==> config.mk <==
export PLATFORM = sky130hd
export DESIGN_NAME = bus_arb_central
export DESIGN_NICKNAME = d
export VERILOG_FILES = /design/src/rtl/bus_arb_central.sv
export SDC_FILE = /design/constraint.sdc
export NUM_CORES = 1
export LEC_CHECK = 0
export BUFFER_PORTS_ARGS = -buffer_cell sky130_fd_sc_hd__buf_2
export CAP_MARGIN = 20
export CORE_UTILIZATION = 30
export CTS_CLUSTER_DIAMETER = 50
export CTS_CLUSTER_SIZE = 16
export DETAILED_ROUTE_END_ITERATION = 10
export GPL_ROUTABILITY_DRIVEN = 0
export PLACE_DENSITY = 0.56
export RECOVER_POWER = 100
export SLEW_MARGIN = 25
export SYNTH_ARGS = -nofsm -noshare
export SYNTH_HDL_FRONTEND = slang
export SYNTH_SLANG_ARGS = --single-unit
==> constraint.sdc <==
create_clock -name clk -period 1.7 [get_ports clk]
set_input_delay 0.085 -clock clk [delete_from_list [all_inputs] [get_ports clk]]
set_output_delay 0.085 -clock clk [all_outputs]
set_load 0.02 [all_outputs]
==> src/rtl/bus_arb_central.sv <==
`timescale 1ns/1ps
module bus_arb_central #(
  parameter int VEC_W   = 4,
  parameter int ARB_CYC = 4,
  parameter int CLK_MHZ = 125,
  parameter int TMO_NS  = 7800
) (
  input  logic             clk,
  input  logic             rst_n,
  input  logic             preempt_n,
  input  logic [VEC_W-1:0] arb_bus,
  input  logic             burst,
  input  logic             cmd,
  input  logic             s0_n,
  input  logic             s1_n,
  input  logic             err_clr,
  output logic             arb_gnt,
  output logic [VEC_W-1:0] owner,
  output logic             tmo_err
);
  localparam int TMO_CYC = CLK_MHZ * TMO_NS / 1000;
  localparam int TW = $clog2(TMO_CYC + 1);
  localparam int AW = $clog2(ARB_CYC + 1);
  localparam logic [VEC_W-1:0] HOST_VEC = '1;

  logic [1:0]       sync_q;
  logic             in_arb, seen_q, err_q;
  logic [AW-1:0]    wcnt;
  logic [TW-1:0]    tcnt;
  logic [VEC_W-1:0] owner_q;

  wire pre     = ~sync_q[1];
  wire busy    = burst | cmd | ~s0_n | ~s1_n;
  wire done    = pre & ~busy & (seen_q | (owner_q == HOST_VEC));
  wire stall   = pre & burst;
  wire tmo_hit = stall && (tcnt == TW'(TMO_CYC - 1));

  assign arb_gnt = in_arb;
  assign owner   = owner_q;
  assign tmo_err = err_q;

  always_ff @(posedge clk) begin
    if (!rst_n) sync_q <= 2'b11;
    else        sync_q <= {sync_q[0], preempt_n};
  end

  always_ff @(posedge clk) begin
    if (!rst_n) begin
      in_arb  <= 1'b0;
      seen_q  <= 1'b0;
      wcnt    <= '0;
      tcnt    <= '0;
      owner_q <= HOST_VEC;
      err_q   <= 1'b0;
    end else begin
      if (in_arb) begin
        seen_q <= 1'b0;
        tcnt   <= '0;
        if (wcnt == AW'(ARB_CYC - 1)) begin
          in_arb  <= 1'b0;
          owner_q <= arb_bus;
        end else begin
          wcnt <= wcnt + AW'(1);
        end
      end else if (done || tmo_hit) begin
        in_arb <= 1'b1;
        wcnt   <= '0;
        tcnt   <= '0;
        seen_q <= 1'b0;
      end else begin
        seen_q <= seen_q | busy;
        tcnt   <= stall ? tcnt + TW'(1) : '0;
      end
      if (tmo_hit && !in_arb) err_q <= 1'b1;
      else if (err_clr)       err_q <= 1'b0;
    end
  end


  win_len_chk: assert property (@(posedge clk) disable iff (!rst_n)
    in_arb |-> (wcnt < AW'(ARB_CYC)));

  owner_load_chk: assert property (@(posedge clk) disable iff (!rst_n)
    $fell(arb_gnt) |-> (owner == $past(arb_bus)));

  owner_hold_chk: assert property (@(posedge clk) disable iff (!rst_n)
    !$past(arb_gnt) |-> $stable(owner));

  arb_cause_chk: assert property (@(posedge clk) disable iff (!rst_n)
    $rose(arb_gnt) |-> !$past(sync_q[1]));

  err_force_chk: assert property (@(posedge clk) disable iff (!rst_n)
    $rose(tmo_err) |-> $rose(arb_gnt));

  err_sticky_chk: assert property (@(posedge clk) disable iff (!rst_n)
    (tmo_err && !err_clr) |=> tmo_err);
endmodule

==> qor.yml, run 1 <==
grt-ovfl-total: 0
worst-r2r-cell-count: 5
cp-end-kind: "flip-flop"
dieArea_sq_mm: 0.00366
cts-htree-levels: 1
maxCapViolations: 0
finalHoldViolations: 0
drc: 0
fin_tns_setup_ns: 0
worst_pin_slew_ns: 0.481
min_period_over_period: 0.887
nets: 146
area_delta_synth_final_pct: 19.9
critical_path_class: "reg -> reg"
maxSlewViolCount: 0
crit_buf_inv: 1
clkTransAtPathRegs_ns: 0.12
via_count: 855
path_cells: "inv_1 -> ha_1 -> nand4b_1 -> o31ai_4 -> nor3_1"
rows: 20
wirelength_mm: 2.16
yosys.area.top_type: "dfxtp_1"
numCtsBuffers: 3
r2r-end: "tcnt[3]"
dp_hpwl_mm: 1.52
startpoint: "tcnt[0]"
grt_first_pass_wirelength_mm: 3.65
synth-xor-area-share: 0.0256
initial_core_util: 0.325
cp_slowest_cell: "o31ai_4"
ant_nets: 0
ys.warnings.count: 0
crit_cells: 5
r2r_slack_ns: 0.19
n_antenna_cell: 0
powerDensity_mw_per_mm2: 691
fin_crit_ns: 1.51
status: "completed"
crit_required_ns: 1.89
synthArstFlopShare: 0
crit_arrival_ns: 1.70
clock_latency_ns: 0.31
cpPeakStageDelay_ns: 0.52
cts_setup_buffers: 0
grt_max_degree: 19
synth_top_family_by_area: "simple AND/OR/NAND/NOR gates"
synth_adder_area_share: 0.0488
synthSimpleGateAreaFrac: 0.295
synth_edf_count: 0
synth_ff_type: "dfxtp_1"
synth.yosys.seq_area_share: 0.429
synthMuxAreaShare: 0
drive_gt1_frac: 0.178
fill_cells: 336
vdd_drop_max_mv: 0.390
viasPerCell: 4.94
synthTopCellsByArea: "dfxtp_1 (43%), nand2_1 (5.1%), ha_1 (4.9%), nand3_1 (2.9%), nor3_1 (2.9%)"
setup_viol: 0
chipWidth_um: 60.5
ys_ff_latch: 22
cts_tree: "yes"
port_buffers: 17
antenna_found_initial: 0
clk_path_buf_depth: 2
netlist_area_sq_mm: 0.00103
skew_ns: 0.00190
coreArea_sq_mm: 0.00315
cts.sinks: 22
synthesis.nets: 122
p_leak_nw: 0.428
fp.dieH_um: 60.5
cp-start-kind: "flip-flop"
synth-compound-area-share: 0.173
hp-class: "in -> reg"
multiInputGateArea_sq_um: 552
pin_count: 18
grt_util_all_layers: 0.137
first_pass_iters: 4
crit_path_max_fanout: 10
seqCellArea_sq_um: 440
yosysTopAreaCellShare: 0.429
fmax_mhz: 663
slew_headroom: 0.679
post-route-util: 0.390
drt_iter0_drc: 42
wire_per_inst_um: 12.5
syn_inst: 106
avgSynthCellArea_sq_um: 9.68
reg2reg_from: "tcnt[0]"
grt_pass1_vias: 800
synth.distinct_cells: 34
rsz0062_at_grt: "no"
cp_top_family: "compound AO/OA/AOI/OAI gates"
cp-endpoint: "tcnt[3]"
cts-root-buf: "clkbuf_4"
## state kept, by name (all words and copies together), names as in the netlist
| signal | cells |
|---|---|
| arb_gnt | 1 |
| owner | 4 |
| seen_q | 1 |
| sync_q | 2 |
| tcnt | 10 |
| tmo_err | 1 |
| wcnt | 3 |
## layer usage
metal / GRT usage / wire length (um) / up-vias
met4: 0.0714 / 27 / 0
met5: 0 / 0 / -
met3: 0.0341 / 59 / 2
met2: 0.203 / 929 / 16
met1: 0.184 / 1140 / 395
li1: - / - / 442
## synth_stat cells (all sizes together), types with 3 or more instances
| cell type | n |
|---|---|
| inv | 3 |
| o21ai | 5 |
| nand2 | 14 |
| a211oi | 5 |
| ha | 4 |
| nand3 | 9 |
| dfxtp | 22 |
| or3 | 4 |
| nor3 | 7 |
| o31ai | 6 |
## worst min-delay path, delay by kind of cell
kind / cells / cell delay (ns)
buffers and inverters: 1 / 0.07
AND/OR/NAND/NOR: 1 / 0.03
AO/OA/AOI/OAI: 1 / 0.16
## through the flow
step / setup slack (ns) / instance area [sq um] / hold WS [ns] / std cells / power (mW)
2_1_floorplan: 0.309 / 1030 / 0.186 / 106 / 0.549
6_report: 0.192 / 1230 / 0.0751 / 173 / 0.850
3_5_place_dp: 0.176 / 1160 / 0.270 / 164 / 0.565
4_1_cts: 0.158 / 1240 / 0.0515 / 173 / 0.871
5_1_grt: 0.0900 / 1230 / 0.0642 / 173 / 0.894
3_3_place_gp: 0.255 / 1160 / 0.271 / 164 / 0.564
## report_power, final
group / switching (mW) / total (mW) / internal (mW)
clock: 0.157 / 0.288 / 0.131
sequential: 0.00273 / 0.523 / 0.520
combinational: 0.0166 / 0.0395 / 0.0229
total: 0.177 / 0.850 / 0.674
## kinds of logic after synthesis
logic type      after synthesis
fa+ha+maj                     4
buf+inv                       7
flops                        22
xor+xnor                      3
simple gates                 48
compound gates               22
## worst min path at each step
stage | end | from | depth (start not counted) | slack (ns)
6_report | tmo_err | err_clr | 3 | 0.08
5_1_grt | tmo_err | err_clr | 3 | 0.06
3_5_place_dp | sync_q[0] | preempt_n | 2 | 0.27
2_1_floorplan | sync_q[0] | preempt_n | 1 | 0.19
3_3_place_gp | sync_q[0] | preempt_n | 2 | 0.27
4_1_cts | tmo_err | err_clr | 3 | 0.05
## placed cells by master (no fill, tap or decap), types with 3 or more instances in the layout
master	count
nand2_1	14
o31ai_1	4
inv_1	3
clkbuf_1	6
dfxtp_1	22
clkbuf_4	3
a211oi_1	5
o21ai_0	5
dlygate4sd3_1	5
nor3_1	6
ha_1	4
buf_2	11
nand3_1	6
or3_1	4
## final cells by class
class                      count  share of cell area
multi-input combinational     77               0.449
sequential                    22               0.358
timing repair buffer          23               0.110
tap                           44              0.0448
clock buffer                   4              0.0295
inverter                       3             0.00916
## timing repair
item / 4_1_cts / 5_1_grt
hold buffers: 5 / 0
gates resized for setup: 0 / 0
hold endpoints to repair: 5 / 0
Note: power is estimated with default switching activity, not from simulation.
==> run 2, diff against run 1 <==
- BUFFER_PORTS_ARGS: -buffer_cell sky130_fd_sc_hd__buf_2 -> -buffer_cell sky130_fd_sc_hd__buf_4
- PLACE_DENSITY: 0.56 -> not set
- PLACE_DENSITY_LB_ADDON: not set -> 0.3
==> qor.yml, run 2 (same netlist as run 1, synthesis figures left out) <==
cts_tree: "yes"
crit_arrival_ns: 1.72  # +0.02 ns
cp-end-kind: "flip-flop"
hp-class: "in -> reg"
largest_reg_flops: 10  # unchanged
post-route-util: 0.406  # +0.0155
worst-r2r-cell-count: 5  # unchanged
reg2reg_from: "tcnt[0]"
clk_path_buf_depth: 2  # unchanged
switching_share: 0.189  # -0.0192
setup_viol: 0  # unchanged
ant_nets: 0  # unchanged
viasPerCell: 4.97  # +0.47%
drt_iter0_drc: 37  # -12%
via_count: 859  # +0.47%
cts-htree-levels: 1  # unchanged
pwr-share-clk: 0.414  # +0.075
path_cells: "inv_1 -> ha_1 -> nand4b_1 -> o31ai_4 -> a211oi_1"
worst_pin_slew_ns: 0.484  # +0.00318 ns
powerDensity_mw_per_mm2: 760  # +9.9%
maxSlewViolCount: 0  # unchanged
grt-ovfl-total: 0  # unchanged
clkTransAtPathRegs_ns: 0.13  # about the same
clock_latency_ns: 0.31  # about the same
grt_first_pass_wirelength_mm: 3.64  # -0.19%
chipWidth_um: 60.5  # unchanged
p_leak_nw: 0.444  # +3.9%
n_antenna_cell: 0  # unchanged
first_pass_iters: 4  # unchanged
initial_core_util: 0.325  # unchanged
power_mw: 0.971  # +14%
cts.sinks: 22  # unchanged
antenna_found_initial: 0  # unchanged
p_int_mw: 0.788  # +17%
final_cell_mix: "dfxtp_1 (22), nand2_1 (14), buf_4 (11)"
rsz0062_at_grt: "no"
fp.dieH_um: 60.5  # unchanged
slew_headroom: 0.677  # -0.00212
layout_commonest_cell: "dfxtp_1"
crit_buf_inv: 1  # unchanged
crit_path_max_fanout: 10  # unchanged
grt_max_degree: 19  # unchanged
fin_crit_ns: 1.52  # +0.0164 ns
cp_top_family: "compound AO/OA/AOI/OAI gates"
fin_tns_setup_ns: 0  # unchanged
nets: 146  # unchanged
maxCapViolations: 0  # unchanged
coreArea_sq_mm: 0.00315  # unchanged
seqPwrFrac: 0.538  # -0.077
rows: 20  # unchanged
cpPeakStageDelay_ns: 0.52  # about the same
cp_slowest_cell: "o31ai_4"
pin_count: 18  # unchanged
p_sw_mw: 0.183  # +3.7%
min-delay-start: "rst_n"
cp-start-kind: "flip-flop"
critical_path_class: "reg -> reg"
skew_ns: 0.0110  # +0.00914 ns
top_register: "tcnt"
hold_path_depth: 2  # -1
numCtsBuffers: 3  # unchanged
vdd_drop_max_mv: 0.307  # -21%
drive_gt1_frac: 0.186  # +0.00775
dieArea_sq_mm: 0.00366  # unchanged
wire_per_inst_um: 12.9  # +3.9%
cts_setup_buffers: 0  # unchanged
cts-root-buf: "clkbuf_4"
r2r-end: "tcnt[8]"
wirelength_mm: 2.24  # +3.9%
grt_pass1_vias: 818  # +2.3%
crit_required_ns: 1.89  # about the same
finalHoldViolations: 0  # unchanged
hold_end: "sync_q[0]"
power.share.combinational: 0.048  # +0.002
r2r_slack_ns: 0.18  # -0.02 ns
grt_util_all_layers: 0.135  # -0.00137
dp_hpwl_mm: 1.57  # +3.1%
min_period_over_period: 0.897  # +0.00963
status: "completed"
area_delta_synth_final_pct: 24.6
fmax_mhz: 656  # -1.1%
port_buffers: 17  # unchanged
drc: 0  # unchanged
-- run 2: worst max-delay path by stage --
stage | endpoint | slack (ns) | from | cells past startpoint
after floorplan | tcnt[2] | 0.31 | owner[0] | 4
after global placement | tcnt[6] | 0.24 | tcnt[0] | 5
after detailed placement | tcnt[6] | 0.19 | tcnt[0] | 5
after CTS | tcnt[6] | 0.18 | tcnt[0] | 5
after global routing | tcnt[8] | 0.06 | tcnt[0] | 5
final | tcnt[8] | 0.18 | tcnt[0] | 5
-- run 2: worst register-to-register path, stage by stage (launching register included) --
cell and delay (ns):
dfxtp_1 0.37, inv_1 0.07, ha_1 0.14, nand4b_1 0.21
o31ai_4 0.52, a211oi_1 0.10
-- run 2: metal layers --
layer | vias up | global-route usage | share of wire
met1 | 396 | 0.182 | 0.50
li1 | 443 | - | -
met5 | - | 0 | 0
met2 | 18 | 0.203 | 0.45
met4 | 0 | 0.0682 | 0.0063
met3 | 2 | 0.0320 | 0.040
-- run 2: power groups by stage --
stage | logic, mW | clock network (mW) | registers, mW
floorplan | 0.0154 | 0 | 0.534
global placement | 0.0364 | 0 | 0.535
detailed placement | 0.0375 | 0 | 0.535
CTS | 0.0468 | 0.413 | 0.523
global route | 0.0502 | 0.433 | 0.524
finish | 0.0464 | 0.402 | 0.523
-- run 2: final cells by class --
type	instances	area [sq um]
Fill cell	338	1870
Multi-Input combinational cell	77	557
Sequential cell	22	440
Timing Repair Buffer	23	163
Tap cell	44	55.1
Clock inverter	1	30.0
Clock buffer	3	22.5
Inverter	3	11.3
-- run 2: metrics by stage --
| step | hold slack (ns) | setup slack (ns) | cell area [sq um] | cells |
|---|---|---|---|---|
| final | 0.0455 | 0.176 | 1280 | 173 |
| after global routing | 0.0358 | 0.0596 | 1280 | 173 |
| after CTS | 0.0399 | 0.177 | 1300 | 173 |
| after detailed placement | 0.277 | 0.186 | 1200 | 164 |
| after global placement | 0.269 | 0.242 | 1200 | 164 |
| after floorplan | 0.186 | 0.309 | 1030 | 106 |
-- run 2: repair_timing --
item,CTS,global route
gates resized for setup,0,0
hold buffers,5,0
hold endpoints to repair,5,0
==> run 3, diff against run 2 <==
- PLACE_DENSITY: not set -> 0.51
- PLACE_DENSITY_LB_ADDON: 0.3 -> not set
==> qor.yml, run 3 (same netlist as run 1, synthesis figures left out) <==
rows: 20  # unchanged
drt_iter0_drc: 24  # -35%
fin_crit_ns: 1.51  # -0.0175 ns
r2r_slack_ns: 0.19  # +0.02 ns
clock_latency_ns: 0.31  # about the same
cts_resized: 0  # unchanged
dpl_cell_area_sq_mm: 0.00120  # unchanged
maxSlewViolCount: 0  # unchanged
grt_max_degree: 19  # unchanged
status: "completed"
pin_count: 18  # unchanged
top_register: "tcnt"
grt_first_pass_wirelength_mm: 3.83  # +5.1%
final_cell_mix: "dfxtp_1 (22), nand2_1 (14), buf_4 (13)"
r2r-end: "wcnt[2]"
cp-endpoint: "wcnt[2]"
slew_headroom: 0.751  # +0.0737
drc: 0  # unchanged
via_count: 868  # +1.0%
maxCapViolations: 0  # unchanged
cts-root-buf: "clkbuf_4"
cp-start-kind: "flip-flop"
ant_nets: 0  # unchanged
dieArea_sq_mm: 0.00366  # unchanged
cts_tree: "yes"
grt-ovfl-total: 0  # unchanged
p_leak_nw: 0.444  # about the same
chipWidth_um: 60.5  # unchanged
cpPeakStageDelay_ns: 0.36  # -0.16 ns
coreArea_sq_mm: 0.00315  # unchanged
rsz0062_at_grt: "no"
largest_reg_flops: 10  # unchanged
initial_core_util: 0.325  # unchanged
fin_tns_setup_ns: 0  # unchanged
fill_cells: 343  # +1.5%
dp_hpwl_mm: 1.57  # about the same
skew_ns: 0.00823  # -0.00281 ns
power_mw: 0.867  # -11%
numCtsBuffers: 3  # unchanged
setup_viol: 0  # unchanged
post-place-ws_ns: 0.176  # -0.0102 ns
vdd_drop_max_mv: 0.316  # +3.0%
layout_commonest_cell: "dfxtp_1"
crit_path_frequent_cell: "ha_1"
grt_pass1_vias: 853  # +4.3%
fin_ws_ns: 0.193  # +0.0175 ns
crit_path_max_fanout: 6  # -4
post-route-util: 0.401  # -0.00476
fmax_mhz: 664  # +1.2%
crit_required_ns: 1.90  # about the same
dp_cells: 164  # unchanged
clkTransAtPathRegs_ns: 0.13  # about the same
critical_path_class: "reg -> reg"
powerDensity_mw_per_mm2: 686  # -9.7%
worst_pin_slew_ns: 0.372  # -0.113 ns
first_pass_iters: 4  # unchanged
cp_slowest_cell: "dfxtp_1"
n_antenna_cell: 0  # unchanged
worst-r2r-cell-count: 5  # unchanged
multiInputGateArea_sq_um: 543  # -2.5%
viasPerCell: 4.96  # -0.11%
cts-htree-levels: 1  # unchanged
clk_path_buf_depth: 2  # unchanged
cp-end-kind: "flip-flop"
stdcell_count: 175  # +1.2%
startpoint: "wcnt[0]"
drive_gt1_frac: 0.191  # +0.00479
cts.sinks: 22  # unchanged
path_cells: "ha_1 -> ha_1 -> and2_0 -> a31oi_1 -> o31ai_1"
finalHoldViolations: 0  # unchanged
seqCellArea_sq_um: 440  # unchanged
antenna_found_initial: 0  # unchanged
stdcell_area_sq_mm: 0.00126  # -1.2%
min_period_over_period: 0.886  # -0.0103
wirelength_mm: 2.29  # +2.1%
fin_hold_ws_ns: 0.0499  # +0.00432 ns
grt_util_all_layers: 0.139  # +0.00392
crit_arrival_ns: 1.71  # about the same
hp-class: "in -> reg"
port_buffers: 17  # unchanged
area_delta_synth_final_pct: 23.2
fp.dieH_um: 60.5  # unchanged
reg2reg_from: "wcnt[0]"
wire_per_inst_um: 13.1  # +0.98%
nets: 148  # +1.4%
==> run 3: cell types whose count changed in the layout (fill, tap and decap cells not counted) <==
cell	delta
o31ai_4	-1
buf_4	+2
bufinv_16	-1
clkbuf_8	+1
o31ai_1	+1
==> run 3: critical path, delay by kind of cell (launching register included) <==
kind | cells | cell delay [ns]
simple gates | 1 | 0.29
flops | 1 | 0.36
compound gates | 2 | 0.32
fa+ha+maj | 2 | 0.42
==> run 3: area by class of cell <==
class / instances / share of cell area
multi-input combinational: 77 / 0.430
sequential: 22 / 0.349
timing repair buffer: 25 / 0.141
tap: 44 / 0.0436
clock buffer: 4 / 0.0287
inverter: 3 / 0.00891
==> run 3: timing repair <==
action                                 in CTS  in global routing
endpoints found under the hold margin       5                  0
hold buffers                                5                  0
buffers inserted                            0                  2
setup endpoints to repair                   0                  1
==> run 3: routing by layer <==
layer / vias up / wire length, um / GRT usage
li1: 447 / - / -
met1: 398 / 1110 / 0.190
met2: 21 / 1070 / 0.226
met3: 2 / 101 / 0.0192
met4: 0 / 10 / 0.0487
met5: - / 0 / 0
==> run 3: how the worst min path moves through the flow <==
stage / startpoint / endpoint / cells past startpoint
3_3_place_gp: preempt_n / sync_q[0] / 2
4_1_cts: rst_n / sync_q[1] / 2
3_5_place_dp: preempt_n / sync_q[0] / 2
5_1_grt: rst_n / owner[1] / 2
2_1_floorplan: preempt_n / sync_q[0] / 1
6_report: rst_n / sync_q[1] / 2
==> run 3: power breakdown <==
group / total, mW / internal [mW] / switching [mW]
clock network: 0.297 / 0.131 / 0.166
logic: 0.0472 / 0.0304 / 0.0168
registers: 0.523 / 0.520 / 0.00272
